## src/rtl/ce_guard_pkg.sv

```systemverilog
package ce_guard_pkg;
  typedef enum logic [1:0] {
    GATE_SHUT  = 2'd0,
    GATE_OPEN  = 2'd1,
    GATE_DRAIN = 2'd2
  } gate_state_t;
endpackage

```

## src/rtl/ce_guard_holdoff.sv

```systemverilog
module ce_guard_holdoff #(
  parameter int HOLD_CYCLES = 1400
) (
  input  logic clk,
  input  logic rst_n,
  input  logic run,
  output logic expired
);
  localparam int CW = $clog2(HOLD_CYCLES + 1);
  localparam logic [CW-1:0] LAST = CW'(HOLD_CYCLES - 1);

  logic [CW-1:0] cnt;

  assign expired = run && (cnt == LAST);

  always_ff @(posedge clk or negedge rst_n) begin
    if (!rst_n)          cnt <= '0;
    else if (!run)       cnt <= '0;
    else if (!expired)   cnt <= cnt + 1'b1;
  end

  // window length for R5
  p_count_step_r5: assert property (@(posedge clk) disable iff (!rst_n)
    (run && !expired) |=> (!run || (cnt == CW'($past(cnt) + 1'b1))));
  p_count_bound_r5: assert property (@(posedge clk) disable iff (!rst_n)
    cnt <= LAST);
  // restart from zero for R6
  p_count_clear_r6: assert property (@(posedge clk) disable iff (!rst_n)
    !run |=> (cnt == '0));
endmodule

```

## src/rtl/ce_guard_fsm.sv

```systemverilog
module ce_guard_fsm
  import ce_guard_pkg::*;
(
  input  logic clk,
  input  logic rst_n,
  input  logic rst_req,
  input  logic expired,
  output logic run,
  output logic gate_open
);
  gate_state_t state, state_nx;

  always_comb begin
    state_nx = state;
    unique case (state)
      GATE_SHUT:  if (!rst_req) state_nx = GATE_OPEN;
      GATE_OPEN:  if (rst_req)  state_nx = GATE_DRAIN;
      GATE_DRAIN: begin
        if (!rst_req)     state_nx = GATE_OPEN;
        else if (expired) state_nx = GATE_SHUT;
      end
      default:            state_nx = GATE_SHUT;
    endcase
  end

  always_ff @(posedge clk or negedge rst_n) begin
    if (!rst_n) state <= GATE_SHUT;
    else        state <= state_nx;
  end

  assign run       = (state == GATE_DRAIN);
  assign gate_open = (state != GATE_SHUT);

  p_release_opens_r4: assert property (@(posedge clk) disable iff (!rst_n)
    !rst_req |=> gate_open);
  p_close_on_expiry_r5: assert property (@(posedge clk) disable iff (!rst_n)
    (expired && rst_req) |=> !gate_open);
  p_cancel_r6: assert property (@(posedge clk) disable iff (!rst_n)
    (run && !rst_req) |=> (gate_open && !run));
  p_stay_shut_r7: assert property (@(posedge clk) disable iff (!rst_n)
    (!gate_open && rst_req) |=> !gate_open);
endmodule

```

## src/rtl/ce_guard.sv

```systemverilog
module ce_guard #(
  parameter int HOLD_CYCLES = 1400
) (
  input  logic clk,
  input  logic rst_n,
  input  logic rst_req,
  input  logic ce_in_n,
  output logic ce_out_n,
  output logic gate_open
);
  logic run;
  logic expired;

  ce_guard_holdoff #(.HOLD_CYCLES(HOLD_CYCLES)) u_holdoff (
    .clk     (clk),
    .rst_n   (rst_n),
    .run     (run),
    .expired (expired)
  );

  ce_guard_fsm u_fsm (
    .clk       (clk),
    .rst_n     (rst_n),
    .rst_req   (rst_req),
    .expired   (expired),
    .run       (run),
    .gate_open (gate_open)
  );

  assign ce_out_n = gate_open ? ce_in_n : 1'b1;

  initial begin
    a_hold_min_r5: assert (HOLD_CYCLES >= 1);
  end

  p_drain_opened_r5: assert property (@(posedge clk) disable iff (!rst_n)
    $rose(run) |-> $past(gate_open));
  p_reset_state_r1: assert property (@(posedge clk)
    !rst_n |=> (!gate_open && ce_out_n));
endmodule

```

## config.mk

```make
export PLATFORM = sky130hd
export DESIGN_NAME = ce_guard
export DESIGN_NICKNAME = d
export VERILOG_FILES = /design/src/rtl/ce_guard_pkg.sv /design/src/rtl/ce_guard_holdoff.sv /design/src/rtl/ce_guard_fsm.sv /design/src/rtl/ce_guard.sv
export SDC_FILE = /design/constraint.sdc
export NUM_CORES = 1
export LEC_CHECK = 0
export CORE_MARGIN = 2
export CORE_UTILIZATION = 54
export CTS_CLUSTER_DIAMETER = 50
export CTS_CLUSTER_SIZE = 10
export DETAILED_ROUTE_END_ITERATION = 10
export MAX_ROUTING_LAYER = met4
export PLACE_DENSITY = 0.84
export SETUP_SLACK_MARGIN = 0.05
export SYNTH_ARGS = -nofsm -noshare
export SYNTH_HDL_FRONTEND = slang
export SYNTH_HIERARCHICAL = 1
export SYNTH_SLANG_ARGS = --single-unit
```

## constraint.sdc

```tcl
create_clock -name clk -period 1.7 [get_ports clk]
set_input_delay 0.425 -clock clk [delete_from_list [all_inputs] [get_ports clk]]
set_output_delay 0.425 -clock clk [all_outputs]
set_load 0.01 [all_outputs]
```

==> flow_summary_export.csv <==
group,metric,value,unit
timing,slew_headroom,0.776,
floorplan,io_pins,6,
setup_path,arrival,1.13,ns
flow_run,maxCapViolations,0,
global_routing,gr-total-overflow,0,
setup_path,crit_fanout,3,
setup_path,endpoint_kind,"output port",
clocking,clkSinkCount,13,
logic_synthesis,syn_nets,77,
clocking,cts_inserted_buffers,3,
route,routed_wl,1310,um
clocking,cts_max_level,1,
setup_path,start_kind,"register",
logic_synthesis,synth_seq_cells,13,
timing,whs,0.468,ns
timing,timing.fmax,643,MHz
power,fin_total_pwr,0.558,mW
timing,finalSetupViolCount,0,
global_routing,grt_pass1_wl,2110,um
route,post-route-drc-count,0,
route,initialDrtViolationCount,16,
route,ant_nets,0,
layout,drive_gt1_frac,0.171,
setup_path,cp_data_required_time,1.27,ns
clocking,cts-root-buf,"clkbuf_4",
power,ir_drop,0.494,mV
place,numPortBuffers,5,
route,drt_first_pass_iters,4,
floorplan,dieArea,1630,um^2
setup_path,path_class,"reg2out",
floorplan,die_y,40.4,um
timing,finClkSkew,0.000843,ns
floorplan,start_util,0.564,
logic_synthesis,syn_area,716,um^2
route,viasPerCell,6.06,
global_routing,grt_pass1_vias,499,
clocking,ctsLongestPathBuffers,2,
power,power_density,680,nW/um^2
logic_synthesis,yosysWarnings,6,
floorplan,die_x,40.4,um
timing,fin_crit_sh,0.914,
timing,hold_viol,0,
global_routing,grtUsageTotal,0.201,
place,gp_congestion,0.714,
layout,final_nets,89,
hold_path,holdCritPathClass,"in2async",
timing,fin_crit,1.55,ns
layout,diodes,0,
floorplan,coreArea,1270,um^2
timing,drv_slew,0,
place,place_hpwl,962,um
clocking,clk-insertion-delay-late,0.26,ns
global_routing,antenna_found_initial,0,
floorplan,num_rows,13,
logic_synthesis,synth_cells,71,
logic_synthesis,synth.yosys.seq_area_share,0.455,
status,outcome,"completed",
clocking,clk_pin_slew,0.08,ns
route,wl_per_cell,13.5,um
route,num_vias,588,
power,power.leakage,0.305,nW
clocking,cts_tree,"built",
timing,tightestPinTransition,0.334,ns
logic_synthesis,synth_cell_types,27,
layout,syn_to_final_growth,14.7,%
timing,rsz0062_at_grt,"false",
global_routing,grt_max_degree,14,
logic_synthesis,avgSynthCellArea,10.1,um^2
-- logic make-up (layout without fill, tap and decap cells) --
| family | Yosys count | after routing | synth area share |
|---|---|---|---|
| buffers and inverters | 4 | 15 | 0.0315 |
| xor gates and xnor gates | 1 | 1 | 0.0122 |
| and+or+nand+nor | 32 | 32 | 0.290 |
| muxes | 2 | 2 | 0.0280 |
| adders and majority gates | 2 | 2 | 0.0350 |
| DFF | 13 | 13 | 0.455 |
| AOI/OAI and AO/OA | 17 | 17 | 0.149 |
-- report_power, final --
group | switching (mW) | leakage (nW) | internal (mW)
Sequential | 0.00597 | 0.178 | 0.315
Combinational | 0.0274 | 0.112 | 0.0268
Clock | 0.0921 | 0.0150 | 0.0907
-- critical path: stages, from the launching register on --
cell and delay (ns):
dfrtp_1 0.40, or2_1 0.23, clkdlybuf4s15_1 0.23
-- path summary, 6_finish.rpt --
path	from	to	slack, ns	depth (start not counted)
max in group asynchronous	rst_n	u_holdoff/cnt[9]$_DFFE_PN0P_	1.08	2
min	rst_n	u_holdoff/cnt[4]$_DFFE_PN0P_	0.47	2
max	u_fsm/state[1]$_DFFE_PN0P_	gate_open	0.15	2
min reg2reg	u_fsm/state[0]$_DFFE_PN0P_	u_fsm/state[0]$_DFFE_PN0P_	0.55	2
max reg2reg	u_holdoff/cnt[2]$_DFFE_PN0P_	u_holdoff/cnt[9]$_DFFE_PN0P_	0.22	3
min in group clk	u_fsm/state[0]$_DFFE_PN0P_	u_fsm/state[0]$_DFFE_PN0P_	0.55	2
-- through the flow --
stage | cell area [um^2] | setup WS (ns) | cells | utilization | TNS (ns)
global route | 821 | 0.0630 | 97 | 0.647 | 0
CTS | 816 | 0.0239 | 96 | 0.643 | 0
global placement | 792 | -0.209 | 92 | 0.624 | -0.209
floorplan | 716 | 0.247 | 71 | - | 0
finish | 821 | 0.146 | 97 | 0.647 | 0
detailed placement | 792 | -0.238 | 92 | 0.624 | -0.238
-- repair_timing --
| item | in CTS | in global routing |
|---|---|---|
| setup endpoints to repair | 2 | 2 |
| pin swaps | 0 | 0 |
| hold buffers | 0 | 0 |
| resized for setup | 2 | 3 |
| setup buffers | 0 | 1 |
| endpoints found under the hold margin | 0 | 0 |
-- cells in the final DEF, fill, tap and decap left out, drive strengths merged --
master,n
a21oi,7
a31o,1
and2,1
and3b,1
buf,4
clkbuf,5
clkdlybuf4s15,1
clkdlybuf4s50,3
dfrtp,13
ha,2
inv,2
mux2i,2
nand2,9
nand2b,2
nand3,5
nand3b,1
nand4,2
nand4bb,1
nor2,1
nor2b,1
nor4,1
o21ai,3
o21ba,1
o31ai,5
or2,1
or3,2
or4,4
xor2,1
-- cell type report --
class                   count  area (um^2)
clock buffers               4         26.3
fillers                   112          448
inverters                   2         7.51
multi-input cells          54          368
flip-flops and latches     13          325
well taps                  15         18.8
repair buffers              9         75.1
-- per-layer routing --
layer	share of wire	GRT usage	wire [um]	vias to the layer above
met5	0	-	0	-
met4	0.011	0.100	14	0
met3	0.055	0.0333	72	2
met2	0.49	0.298	640	15
met1	0.45	0.263	584	286
li1	-	-	-	285
-- sequential cells by signal, indices dropped and copies added, names as in the netlist --
name and cells:
u_holdoff/cnt 11, u_fsm/state 2
-- synth_stat cells --
cell	instances	share of area
o21ba_2	1	0.014
dfrtp_1	13	0.45
o31ai_1	5	0.052
nand3_1	4	0.028
nor4_4	1	0.030
and3b_1	1	0.012
o21ai_0	3	0.021
xor2_1	1	0.012
a31o_1	1	0.012
or3_2	2	0.021
a21oi_1	7	0.049
nand4_1	2	0.017
clkbuf_1	1	0.0052
or2_1	1	0.0087
nand4bb_1	1	0.016
inv_1	2	0.010
ha_1	2	0.035
nand3b_1	1	0.010
buf_6	1	0.016
nor2_1	1	0.0052
mux2i_1	2	0.028
or4_1	4	0.042
and2_1	1	0.0087
nand2b_1	2	0.017
nand2_1	9	0.047
nand3_2	1	0.014
nor2b_2	1	0.012
Power figures use the tool's default switching activity.
